--- src/rtl/match_timer_pkg.sv ---
package match_timer_pkg;
    localparam int CNT_W  = 8;
    localparam int NIB_W  = 4;
    localparam int ADDR_W = 3;
    localparam int NIBS   = CNT_W / NIB_W;

    localparam logic [ADDR_W-1:0] ADR_CMP_LO  = 3'd0;
    localparam logic [ADDR_W-1:0] ADR_CNT_LO  = 3'd2;
    localparam logic [ADDR_W-1:0] ADR_CTRL    = 3'd4;
    localparam logic [ADDR_W-1:0] ADR_MODE    = 3'd5;
    localparam logic [ADDR_W-1:0] ADR_STAT    = 3'd6;

    typedef enum logic [1:0] {
        SRC_PIN   = 2'b00,
        SRC_INSTR = 2'b01,
        SRC_REF0  = 2'b10,
        SRC_REF1  = 2'b11
    } src_sel_e;
endpackage

--- src/rtl/mt_src_sel.sv ---
module mt_src_sel
    import match_timer_pkg::*;
#(
    parameter int SYNC_STAGES = 2
) (
    input  logic     clk,
    input  logic     rst_n,
    input  logic     ext_pin,
    input  logic     instr_tick,
    input  logic     ref_tick,
    input  src_sel_e sel,
    input  logic     pol,
    input  logic     gate,
    output logic     cnt_en
);
    localparam int TOP = SYNC_STAGES - 1;

    typedef struct packed {
        logic [SYNC_STAGES-1:0] sync;
        logic                   last;
    } src_state_t;

    src_state_t st_d, st_q;
    logic level, pin_edge, src_pulse;

    always_comb begin
        st_d      = st_q;
        st_d.sync = {st_q.sync[TOP-1:0], ext_pin};
        st_d.last = st_q.sync[TOP];
        level     = st_q.sync[TOP];
        pin_edge  = pol ? (st_q.last & ~level) : (level & ~st_q.last);
        unique case (sel)
            SRC_PIN:   src_pulse = pin_edge;
            SRC_INSTR: src_pulse = instr_tick;
            default:   src_pulse = ref_tick;
        endcase
        cnt_en = gate & src_pulse;
    end

    always_ff @(posedge clk) begin
        if (!rst_n) st_q <= '0;
        else        st_q <= st_d;
    end

    // a pin-sourced count enable needs a level change seen at the synchronizer output
    assert_pin_edge_R8: assert property (@(posedge clk) disable iff (!rst_n)
        (cnt_en && sel == SRC_PIN) |-> (st_q.last != st_q.sync[TOP]));
endmodule

--- src/rtl/mt_regs.sv ---
module mt_regs
    import match_timer_pkg::*;
(
    input  logic              clk,
    input  logic              rst_n,
    input  logic [ADDR_W-1:0] reg_addr,
    input  logic              reg_wr,
    input  logic [NIB_W-1:0]  reg_wdata,
    output logic [NIB_W-1:0]  reg_rdata,
    input  logic [CNT_W-1:0]  count,
    input  logic              flag,
    output logic [CNT_W-1:0]  cmp_val,
    output src_sel_e          sel,
    output logic              gate,
    output logic              auto_off,
    output logic              pol,
    output logic              sw_clr,
    output logic              flag_clr
);
    typedef struct packed {
        logic [CNT_W-1:0] cmp;
        src_sel_e         sel;
        logic             gate;
        logic             auto_off;
        logic             pol;
    } reg_state_t;

    reg_state_t rg_d, rg_q;

    always_comb begin
        rg_d = rg_q;
        for (int i = 0; i < NIBS; i++) begin
            if (reg_wr && reg_addr == ADR_CMP_LO + ADDR_W'(i))
                rg_d.cmp[i*NIB_W +: NIB_W] = reg_wdata;
        end
        if (reg_wr && reg_addr == ADR_CTRL) begin
            rg_d.sel  = src_sel_e'(reg_wdata[1:0]);
            rg_d.gate = reg_wdata[2];
        end
        if (reg_wr && reg_addr == ADR_MODE) begin
            rg_d.auto_off = reg_wdata[0];
            rg_d.pol      = reg_wdata[1];
        end
        sw_clr   = reg_wr && (reg_addr == ADR_CTRL) && reg_wdata[3];
        flag_clr = reg_wr && (reg_addr == ADR_STAT) && reg_wdata[0];

        reg_rdata = '0;
        for (int i = 0; i < NIBS; i++) begin
            if (reg_addr == ADR_CMP_LO + ADDR_W'(i)) reg_rdata = rg_q.cmp[i*NIB_W +: NIB_W];
            if (reg_addr == ADR_CNT_LO + ADDR_W'(i)) reg_rdata = count[i*NIB_W +: NIB_W];
        end
        if (reg_addr == ADR_CTRL) reg_rdata = {1'b0, rg_q.gate, rg_q.sel};
        if (reg_addr == ADR_MODE) reg_rdata = {2'b00, rg_q.pol, rg_q.auto_off};
        if (reg_addr == ADR_STAT) reg_rdata = {3'b000, flag};
    end

    always_ff @(posedge clk) begin
        if (!rst_n) rg_q <= '0;
        else        rg_q <= rg_d;
    end

    assign cmp_val  = rg_q.cmp;
    assign sel      = rg_q.sel;
    assign gate     = rg_q.gate;
    assign auto_off = rg_q.auto_off;
    assign pol      = rg_q.pol;

    // a low-nibble compare write lands and leaves the high nibble alone
    assert_cmp_lo_write_R2: assert property (@(posedge clk) disable iff (!rst_n)
        $past(reg_wr && reg_addr == ADR_CMP_LO) |->
            (cmp_val[NIB_W-1:0] == $past(reg_wdata)) &&
            (cmp_val[CNT_W-1:NIB_W] == $past(cmp_val[CNT_W-1:NIB_W])));
endmodule

--- src/rtl/mt_core.sv ---
module mt_core
    import match_timer_pkg::*;
(
    input  logic             clk,
    input  logic             rst_n,
    input  logic             cnt_en,
    input  logic             auto_off,
    input  logic             sw_clr,
    input  logic             flag_clr,
    input  logic [CNT_W-1:0] cmp_val,
    output logic [CNT_W-1:0] count,
    output logic             match_pulse,
    output logic             flag
);
    typedef struct packed {
        logic [CNT_W-1:0] cnt;
        logic             pulse;
        logic             flag;
    } core_state_t;

    core_state_t cs_d, cs_q;
    logic [CNT_W-1:0] step;

    always_comb begin
        cs_d = cs_q;
        if (!auto_off && cs_q.cnt == cmp_val) step = '0;
        else                                  step = cs_q.cnt + 1'b1;
        if (sw_clr)      cs_d.cnt = '0;
        else if (cnt_en) cs_d.cnt = step;
        cs_d.pulse = !sw_clr && cnt_en && (step == cmp_val);
        cs_d.flag  = cs_d.pulse || (cs_q.flag && !flag_clr);
    end

    always_ff @(posedge clk) begin
        if (!rst_n) cs_q <= '0;
        else        cs_q <= cs_d;
    end

    assign count       = cs_q.cnt;
    assign match_pulse = cs_q.pulse;
    assign flag        = cs_q.flag;

    // a match pulse only follows an accepted count step, and the flag is set alongside it
    assert_pulse_from_step_R3: assert property (@(posedge clk) disable iff (!rst_n)
        match_pulse |-> ($past(cnt_en) && flag));
    // auto-clear sends a step taken at the compare value to zero
    assert_auto_clear_R4: assert property (@(posedge clk) disable iff (!rst_n)
        $past(cnt_en && !auto_off && !sw_clr && count == cmp_val) |-> (count == '0));
    // with auto-clear off every step is +1 modulo 256
    assert_free_run_R5: assert property (@(posedge clk) disable iff (!rst_n)
        $past(cnt_en && auto_off && !sw_clr) |-> (count == $past(count) + 1'b1));
    // software clear forces zero
    assert_sw_clear_R6: assert property (@(posedge clk) disable iff (!rst_n)
        $past(sw_clr) |-> (count == '0));
    // without an enable the count holds
    assert_hold_R9: assert property (@(posedge clk) disable iff (!rst_n)
        $past(!cnt_en && !sw_clr) |-> $stable(count));
    // the flag only drops on a write-1 clear
    assert_flag_sticky_R10: assert property (@(posedge clk) disable iff (!rst_n)
        $fell(flag) |-> $past(flag_clr));
endmodule

--- src/rtl/match_timer.sv ---
module match_timer
    import match_timer_pkg::*;
#(
    parameter int SYNC_STAGES = 2
) (
    input  logic              clk,
    input  logic              rst_n,
    input  logic [ADDR_W-1:0] reg_addr,
    input  logic              reg_wr,
    input  logic [NIB_W-1:0]  reg_wdata,
    output logic [NIB_W-1:0]  reg_rdata,
    input  logic              ext_pin,
    input  logic              instr_tick,
    input  logic              ref_tick,
    input  logic              int_en,
    output logic              match_pulse,
    output logic              irq
);
    logic [CNT_W-1:0] count, cmp_val;
    src_sel_e         sel;
    logic             gate, auto_off, pol, sw_clr, flag_clr, cnt_en, flag;

    mt_regs u_regs (
        .clk(clk), .rst_n(rst_n), .reg_addr(reg_addr), .reg_wr(reg_wr),
        .reg_wdata(reg_wdata), .reg_rdata(reg_rdata), .count(count), .flag(flag),
        .cmp_val(cmp_val), .sel(sel), .gate(gate), .auto_off(auto_off), .pol(pol),
        .sw_clr(sw_clr), .flag_clr(flag_clr)
    );

    mt_src_sel #(.SYNC_STAGES(SYNC_STAGES)) u_src (
        .clk(clk), .rst_n(rst_n), .ext_pin(ext_pin), .instr_tick(instr_tick),
        .ref_tick(ref_tick), .sel(sel), .pol(pol), .gate(gate), .cnt_en(cnt_en)
    );

    mt_core u_core (
        .clk(clk), .rst_n(rst_n), .cnt_en(cnt_en), .auto_off(auto_off),
        .sw_clr(sw_clr), .flag_clr(flag_clr), .cmp_val(cmp_val), .count(count),
        .match_pulse(match_pulse), .flag(flag)
    );

    assign irq = flag & int_en;

    // the request stays low while the interrupt enable is low
    assert_irq_masked_R11: assert property (@(posedge clk) disable iff (!rst_n)
        !int_en |-> !irq);
endmodule

--- config.mk ---
export PLATFORM = sky130hd
export DESIGN_NAME = match_timer
export DESIGN_NICKNAME = d
export VERILOG_FILES = /design/src/rtl/match_timer_pkg.sv /design/src/rtl/mt_src_sel.sv /design/src/rtl/mt_regs.sv /design/src/rtl/mt_core.sv /design/src/rtl/match_timer.sv
export SDC_FILE = /design/constraint.sdc
export NUM_CORES = 1
export LEC_CHECK = 0
export BUFFER_PORTS_ARGS = -buffer_cell sky130_fd_sc_hd__buf_2
export CAP_MARGIN = 20
export CORE_UTILIZATION = 55
export CTS_BUF_LIST = sky130_fd_sc_hd__clkbuf_16
export CTS_CLUSTER_DIAMETER = 200
export DETAILED_ROUTE_END_ITERATION = 12
export HOLD_SLACK_MARGIN = 0.1
export PLACE_DENSITY = 0.82
export SYNTH_ARGS = -nofsm -noshare
export SYNTH_HDL_FRONTEND = slang
export SYNTH_HIERARCHICAL = 1
export SYNTH_SLANG_ARGS = --single-unit
--- constraint.sdc ---
create_clock -name clk -period 2.65 [get_ports clk]
set_input_delay 0.1325 -clock clk [delete_from_list [all_inputs] [get_ports clk]]
set_output_delay 0.1325 -clock clk [all_outputs]
set_load 0.01 [all_outputs]
==> results.toml, run 1 <==
[status]
status = "completed"

[clock_tree]
cts_root_buffer = "clkbuf_16"
insertion_delay_ns = 0.26
cts_tree = "yes"
cts_buffers = 3
clock_path_buffers = 2
htreeDepth = 1
cts_num_sinks = 26
clkSlewWorstSetupHoldPaths_ns = 0.07

[grt]
antenna_found_initial = 0
grt_pass1_vias = 1374
grt.total_usage_pct = 24.5
grt_start_max_net_pins = 23
grt_first_pass_wirelength_um = 6420
globalRouteOverflowTotal = 0

[timing]
rsz0062_at_grt = "no"
max_slew.worst_pin.slew_ns = 0.718
slew_headroom_pct = 51.8
fin_crit_sh_pct = 84.9
tns_ns = 0
setup_viol = 0
setup_slack_ns = 0.400
fin_worst_skew_ns = 0.00806
layout_min_cycle_time_ns = 2.25
slew_viol_final = 0
hold_viol_final = 0
fmax_mhz = 445

[detailed_routing]
dr.first_iter.drc_count = 111
wl_um = 3790
detailedRoute.firstPassIterationCount = 4
wl_per_cell_um = 14.7
viasPerCell = 5.91
drtAntennaViolNets = 0
drc = 0
vias = 1526

[logic_synthesis]
synth_compound_area_share_pct = 13.4
synth_top_family_by_area = "simple AND/OR/NAND/NOR gates"
synth_flop_cell = "dfxtp_1"
ys_warn_count = 6
syn_inst = 206
synth_edf_count = 0
synth.distinct_cells = 53
synthSimpleGateAreaFrac_pct = 32.8
synthMuxAreaShare_pct = 10.8
syn_nets = 221
avgSynthCellArea_um2 = 8.58
async_flop_share_pct = 0
syn-cell-area_um2 = 1770
ys_seq_area_share_pct = 29.4
synth_xor_xnor_area_share_pct = 6.86
synthAdderAreaFrac_pct = 0.708
synth_seq_cells = 26

[cells_and_area]
fill_cells = 265
finish.utilization_pct = 63.8
layout-drive-gt1-share_pct = 16.4
layout_commonest_cell = "dfxtp_1"
nets = 230
layout_common_cells = "dfxtp_1, buf_2, nand3_1, o21ai_0, nand2_1"
antenna_cells = 0
syn2layout_area_growth_pct = 10.2

[setup_path]
path_class = "reg -> reg"
critPathMaxFanout = 16
r2r_start = "u_core/count[4]"
max_stage_delay_ns = 0.57
crit_chain = "xnor2_1, o2111ai_2, nor4_4, nor4b_1, a211oi_1, o31ai_1"
crit_slowest_cell = "nor4_4"
reg2regPathDepth = 6
worstSetupStartpoint = "u_core/count[4]"
required_ns = 2.78
critPathLaunchType = "flip-flop"
cp.arrival_ns = 2.38
rrSetupSlack_ns = 0.40
end_kind = "flip-flop"
reg2reg_to = "u_core/flag"

[placement]
numPortBuffers = 19
post-dp-hpwl_um = 2640
gp_congestion = 0.807
dp_slack_ns = 0.459

[floorplanning]
core_um2 = 3050
fp.dieH_um = 58.7
rows = 20
pin_count = 20
dieArea_um2 = 3450
start_util_pct = 57.9
die_w_um = 58.7

[pwr]
power.total_uw = 934
powerDensity_nw_per_um2 = 479
peakVddDrop_v = 0.000318
p_leak_nw = 0.713

[min_path]
min-delay-start = "reg_wdata[3]"
hp-class = "in -> reg"
whs_path_depth = 3
holdPathEnd = "u_regs/cmp_val[7]"

[flow_run]
cap_violations = 0
[logic make-up (layout without fill, tap and decap cells)]
logic type / Yosys count / in the layout
adders and majority gates: 1 / 1
muxes: 16 / 16
xor gates and xnor gates: 13 / 13
buffers and inverters: 20 / 28
DFF: 26 / 26
and+or+nand+nor: 91 / 91
AOI/OAI and AO/OA: 39 / 39
[critical path, delay by kind of cell, from the launching register on]
family | cells | cell delay, ns
compound gates | 3 | 0.69
simple gates | 2 | 0.70
flops | 1 | 0.56
xor+xnor | 1 | 0.18
[worst max path at each step]
stage	end	slack, ns	cells after the start
floorplan	u_core/flag	0.90	10
global placement	u_core/flag	0.52	6
detailed placement	u_core/flag	0.46	6
CTS	u_core/flag	0.44	6
global route	u_core/flag	0.24	6
finish	u_core/flag	0.40	6
[power by group]
group	internal [mW]	total (mW)	switching, mW
logic	0.0416	0.0924	0.0508
clock network	0.301	0.436	0.136
registers	0.397	0.405	0.00801
total	0.739	0.934	0.195
[metal layers]
metal	part of all wire, %	GRT usage, %	wire [µm]	up-vias
li1	-	-	-	749
met1	47	36.2	1800	712
met2	46	36.1	1740	60
met3	5.7	3.96	215	5
met4	0.90	8.84	34	0
met5	0	0	0	-
[state kept, by name, indices dropped and copies added, names as in the netlist]
register	flops
u_regs/sel	2
u_src/st_d	1
u_regs/gate	1
u_regs/auto_off	1
u_core/flag	1
u_src/level	1
u_regs/cmp_val	8
u_src/st_q	1
u_core/match_pulse	1
u_core/count	8
u_regs/pol	1
[layout make-up]
| type | count | area (µm²) | share of cell area (%) |
|---|---|---|---|
| multi-input combinational | 160 | 1140 | 58.7 |
| clock buffer | 3 | 75.1 | 3.85 |
| sequential | 26 | 520 | 26.7 |
| timing repair buffer | 21 | 113 | 5.78 |
| clock inverter | 1 | 30.0 | 1.54 |
| inverter | 3 | 11.3 | 0.578 |
| tap | 44 | 55.1 | 2.83 |
[synthesized netlist by cell type (4+ instances only)]
| master | n | area share (%) |
|---|---|---|
| nand2_1 | 14 | 3.0 |
| buf_2 | 8 | 2.3 |
| mux2i_1 | 12 | 6.8 |
| o21ai_0 | 14 | 4.0 |
| clkbuf_1 | 5 | 1.1 |
| nand3b_1 | 5 | 2.1 |
| a21oi_1 | 10 | 2.8 |
| dfxtp_1 | 26 | 29 |
| nand2b_1 | 4 | 1.4 |
| nor3_1 | 5 | 1.4 |
| nor2b_1 | 11 | 3.9 |
| nor2_1 | 9 | 1.9 |
| and2_1 | 5 | 1.8 |
| xnor2_1 | 10 | 5.0 |
| nand3_1 | 14 | 4.0 |
[repair_timing]
| action | 4_1_cts | 5_1_grt |
|---|---|---|
| hold endpoints to repair | 1 | 0 |
| setup buffers | 0 | 0 |
| resized for setup | 0 | 0 |
| hold buffers | 1 | 0 |
[stage by stage]
stage	instance area, µm²	cells	hold slack, ns
2_1_floorplan	1770	206	0.254
3_3_place_gp	1830	253	0.336
3_5_place_dp	1830	253	0.344
4_1_cts	1950	258	0.135
5_1_grt	1950	258	0.150
6_report	1950	258	0.131
Note: power is estimated with default switching activity, not from simulation.
==> run 2, diff against run 1 <==
CORE_UTILIZATION = 52   (was 55)
PLACE_DENSITY = 0.81   (was 0.82)
clock period = 2 ns   (was 2.65 ns; I/O delays follow)
==> run 2 against run 1 <==
Net effect:
- core utilization increased by 2.1 points
- final area increased by 5.8%
- clock skew decreased by 0.0043 ns
- flip-flop and latch count unchanged
- worst hold slack got worse by 0.011 ns
- sequential power increased by 32%
- worst setup slack got worse by 0.33 ns
- maximum frequency increased by 17%
- clock power about the same
- register-to-register slack got worse by 0.33 ns
- die area increased by 5.6%
==> results.toml, run 2 (synthesis gave the netlist of run 1 again) <==
[cells_and_area]
layout_common_cells = "dfxtp_1, buf_2, buf_4"
nets = 246
antenna_cells = 0
fin_cells = 274
fill_cells = 265
final_area_um2 = 2060
layout-drive-gt1-share_pct = 22.6
layout_commonest_cell = "dfxtp_1"
syn2layout_area_growth_pct = 16.6

[detailed_routing]
detailedRoute.firstPassIterationCount = 4
dr.first_iter.drc_count = 80
viasPerCell = 5.91
drtAntennaViolNets = 0
wl_um = 4040
drc = 0
vias = 1619
wl_per_cell_um = 14.7

[setup_path]
critPathLaunchType = "flip-flop"
critPathMaxFanout = 16
end_kind = "flip-flop"
max_stage_delay_ns = 0.53
crit_slowest_cell = "or4_1"
rrSetupSlack_ns = 0.07
reg2reg_to = "u_core/count[7]"
path_class = "reg -> reg"
cp.arrival_ns = 2.12
crit_chain = "and2_4, o2111ai_2, nor4_4, buf_12, nand2b_4, or4_1, a21oi_1"
reg2regPathDepth = 7
worstSetupStartpoint = "u_regs/cmp_val[6]"
required_ns = 2.19
r2r_start = "u_regs/cmp_val[6]"

[placement]
gp_congestion = 0.871
post-dp-hpwl_um = 3040
dp_cells = 269
placed_area_um2 = 1970
numPortBuffers = 19

[timing]
setup_viol = 0
rsz0062_at_grt = "no"
slew_viol_final = 0
fin_hold_ws_ns = 0.120
max_slew.worst_pin.slew_ns = 0.421
slew_headroom_pct = 71.8
fin_worst_skew_ns = 0.00375
fin_crit_sh_pct = 96.3
tns_ns = 0
layout_min_cycle_time_ns = 1.93
hold_viol_final = 0
fmax_mhz = 519

[clock_tree]
clkSlewWorstSetupHoldPaths_ns = 0.06
insertion_delay_ns = 0.26
cts_buffers = 3
htreeDepth = 1
cts_root_buffer = "clkbuf_16"
cts_tree = "yes"
clock_path_buffers = 2
cts_num_sinks = 26

[floorplanning]
dieArea_um2 = 3640
die_w_um = 60.3
start_util_pct = 56.5
fp.dieH_um = 60.3
core_um2 = 3130
rows = 20
pin_count = 20

[grt]
globalRouteOverflowTotal = 0
grt.total_usage_pct = 25.5
grt_first_pass_wirelength_um = 6730
grt_start_max_net_pins = 23
antenna_found_initial = 0
grt_pass1_vias = 1411

[pwr]
switchingPower_uw = 254
pwr-share-seq_pct = 47.5
internal-power_uw = 868
powerDensity_nw_per_um2 = 545
peakVddDrop_v = 0.000297
pwr-share-clk_pct = 39.1
switching_share_pct = 22.7
p_leak_nw = 0.789
power_frac_comb_pct = 13.4

[min_path]
min-delay-start = "reg_wdata[3]"
holdPathEnd = "u_regs/cmp_val[7]"
whs_path_depth = 3
hp-class = "in -> reg"

[status]
status = "completed"

[flow_run]
cap_violations = 0
run 2: routing by layer:
layer	up-vias	wire length, µm	track usage (%)
li1	789	-	-
met1	770	1950	35.9
met2	49	1840	39.6
met3	11	161	3.90
met4	0	85	8.97
met5	-	0	0
run 2: layout make-up:
class	instances	area, µm²	area share (%)
Inverter	3	11.3	0.546
Clock inverter	1	3.75	0.182
Tap cell	44	55.1	2.67
Timing Repair Buffer	37	245	11.9
Multi-Input combinational cell	160	1150	55.7
Clock buffer	3	75.1	3.64
Sequential cell	26	522	25.3
run 2: per-stage QoR:
step,utilization [%],setup slack [ns],power (mW)
final,65.9,0.0741,1.12
after detailed placement,62.8,0.105,0.692
after global placement,62.8,0.157,0.688
after floorplan,-,0.287,0.638
after CTS,65.7,0.0841,1.13
after global routing,65.9,0.0387,1.17
run 2: worst max-delay path by stage:
stage                            to  slack [ns]  depth (start not counted)
finish              u_core/count[7]        0.07                          7
global placement        u_core/flag        0.16                          7
CTS                     u_core/flag        0.08                          7
floorplan               u_core/flag        0.29                         10
global route            u_core/flag        0.04                          7
detailed placement      u_core/flag        0.11                          7
run 2: power by group through the flow:
| stage | combinational [mW] | sequential, mW | clock [mW] |
|---|---|---|---|
| global placement | 0.144 | 0.544 | 0 |
| floorplan | 0.0945 | 0.544 | 0 |
| finish | 0.150 | 0.533 | 0.439 |
| global route | 0.163 | 0.534 | 0.476 |
| detailed placement | 0.147 | 0.545 | 0 |
| CTS | 0.149 | 0.533 | 0.451 |
run 2: timing repair:
| action | 4_1_cts | 5_1_grt |
|---|---|---|
| endpoints found under the hold margin | 1 | 0 |
| hold buffers | 1 | 0 |
| gates resized for setup | 0 | 2 |
| setup buffers | 0 | 0 |
| endpoints found under the setup margin | 0 | 2 |
run 2: worst max-delay path: cells and delay by family (launching register included):
family	cells	cell delay, ns
AOI/OAI and AO/OA	2	0.40
DFF	1	0.37
and+or+nand+nor	4	0.94
buffers and inverters	1	0.15
==> run 3, diff against run 2 <==
RECOVER_POWER = 100   (was unset)
==> run 3 against run 2 <==
Net effect:
- routed wire length grew 0.15%
- count of clock-buffer cells in the layout is the same
- maximum frequency is essentially flat
- non-clock buffer count is the same
- die area is the same
- worst hold slack lost 0.0021 ns
- power shrank 0.15%
- via count shrank 0.93%
- global-route usage is the same
- clock skew is essentially flat
- core utilization shrank 0.88 points
- critical endpoint unchanged
- largest power group unchanged
==> results.toml, run 3 (synthesis gave the netlist of run 1 again) <==
[status]
status = "completed"

[min_path]
hp-class = "in -> reg"

[pwr]
peakVddDrop_v = 0.000298
power.total_mw = 1.12
switchingPower_uw = 255
pwr-share-clk_pct = 39.4
pwr-share-seq_pct = 47.6
powerDensity_nw_per_um2 = 551
p_leak_nw = 0.751
internal-power_uw = 865
power_frac_comb_pct = 13.0
switching_share_pct = 22.8

[clock_tree]
cts_buffers = 3
postCtsSetupBuffers = 0
cts_tree = "yes"
cts_num_sinks = 26
insertion_delay_ns = 0.26
clock_path_buffers = 2
cts_root_buffer = "clkbuf_16"
clkSlewWorstSetupHoldPaths_ns = 0.06
htreeDepth = 1

[grt]
grt_start_max_net_pins = 23
grt.total_usage_pct = 25.5
globalRouteOverflowTotal = 0
grt_first_pass_wirelength_um = 6730
grt_pass1_vias = 1411
antenna_found_initial = 0

[detailed_routing]
wl_um = 4040
drtAntennaViolNets = 0
vias = 1604
detailedRoute.firstPassIterationCount = 4
wl_per_cell_um = 14.8
drc = 0
viasPerCell = 5.85
dr.first_iter.drc_count = 87

[setup_path]
critPathMaxFanout = 16
cp.arrival_ns = 2.12
rrSetupSlack_ns = 0.07
crit_slowest_cell = "or4_1"
end_kind = "flip-flop"
required_ns = 2.19
path_class = "reg -> reg"
critPathLaunchType = "flip-flop"
crit_chain = "and2_4, o2111ai_2, nor4_4, buf_12, nand2b_4, or4_1, a21oi_1"
max_stage_delay_ns = 0.53

[floorplanning]
pin_count = 20
dieArea_um2 = 3640
core_um2 = 3130
die_w_um = 60.3
start_util_pct = 56.5
rows = 20
fp.dieH_um = 60.3

[cells_and_area]
layout_commonest_cell = "dfxtp_1"
finish.utilization_pct = 65.0
syn2layout_area_growth_pct = 15.0
fin_cells = 274
nets = 246
final_area_um2 = 2030
register_area_um2 = 522
multi_input_area_um2 = 1130
antenna_cells = 0
layout_common_cells = "dfxtp_1, buf_4, o21ai_0, nand2_1, nand3_1"
layout-drive-gt1-share_pct = 18.3
fill_cells = 272

[timing]
fmax_mhz = 519
max_slew.worst_pin.slew_ns = 1.05
rsz0062_at_grt = "no"
hold_viol_final = 0
setup_viol = 0
fin_crit_sh_pct = 96.4
fin_worst_skew_ns = 0.00390
slew_headroom_pct = 29.1
tns_ns = 0
layout_min_cycle_time_ns = 1.93
slew_viol_final = 0

[placement]
placed_area_um2 = 1970
post-dp-hpwl_um = 3040
gp_congestion = 0.871
numPortBuffers = 19
dp_cells = 269

[flow_run]
cap_violations = 0
-- run 3: cell count changes in the layout (fill, tap and decap cells not counted) --
cell      before  now
and2_0         0    1
and2_1         5    4
and4bb_1       0    1
and4bb_2       1    0
buf_2         19   12
buf_4         16   15
clkbuf_1       0    8
nor4b_1        1    2
nor4b_4        1    0
-- run 3: metal layers --
metal	GRT usage (%)	vias up	wire length, µm	share of wire [%]
met5	0	-	0	0
met4	8.97	0	84	2.1
met3	3.90	9	146	3.6
met2	39.6	33	1830	45
met1	35.9	774	1980	49
li1	-	788	-	-
-- run 3: final timing paths --
kind                     startpoint                 to  cells past startpoint
setup / recovery  u_regs/cmp_val[6]    u_core/count[7]                      7
setup reg to reg  u_regs/cmp_val[6]    u_core/count[7]                      7
hold reg to reg       u_src/st_d[2]        u_src/level                      1
hold / removal         reg_wdata[3]  u_regs/cmp_val[7]                      3
-- run 3: layout make-up --
cell class,instances,area share [%]
tap,44,2.71
sequential,26,25.7
clock inverter,1,0.185
multi-input combinational,160,55.8
inverter,3,0.554
timing repair buffer,37,11.4
clock buffer,3,3.69
-- run 3: stage by stage --
step           hold WS [ns]  worst slack (ns)
3_5_place_dp          0.337             0.105
2_1_floorplan         0.222             0.287
5_1_grt               0.139            0.0387
3_3_place_gp          0.301             0.157
4_1_cts               0.113            0.0841
6_report              0.118            0.0730
-- run 3: what timing repair did --
item	in CTS	in global routing
setup endpoints to repair	0	2
hold endpoints to repair	1	0
hold buffers	1	0
gates resized for setup	0	2
-- run 3: power groups by stage --
stage	logic [mW]	clock network (mW)	registers (mW)
4_1_cts	0.149	0.451	0.533
5_1_grt	0.159	0.476	0.534
3_3_place_gp	0.144	0	0.544
2_1_floorplan	0.0945	0	0.544
3_5_place_dp	0.147	0	0.545
6_report	0.146	0.441	0.533
-- run 3: critical path, delay by kind of cell (launching register included) --
family	cells	cell delay, ns
buffers and inverters	1	0.15
AND/OR/NAND/NOR	4	0.94
AO/OA/AOI/OAI	2	0.41
flip-flops	1	0.37
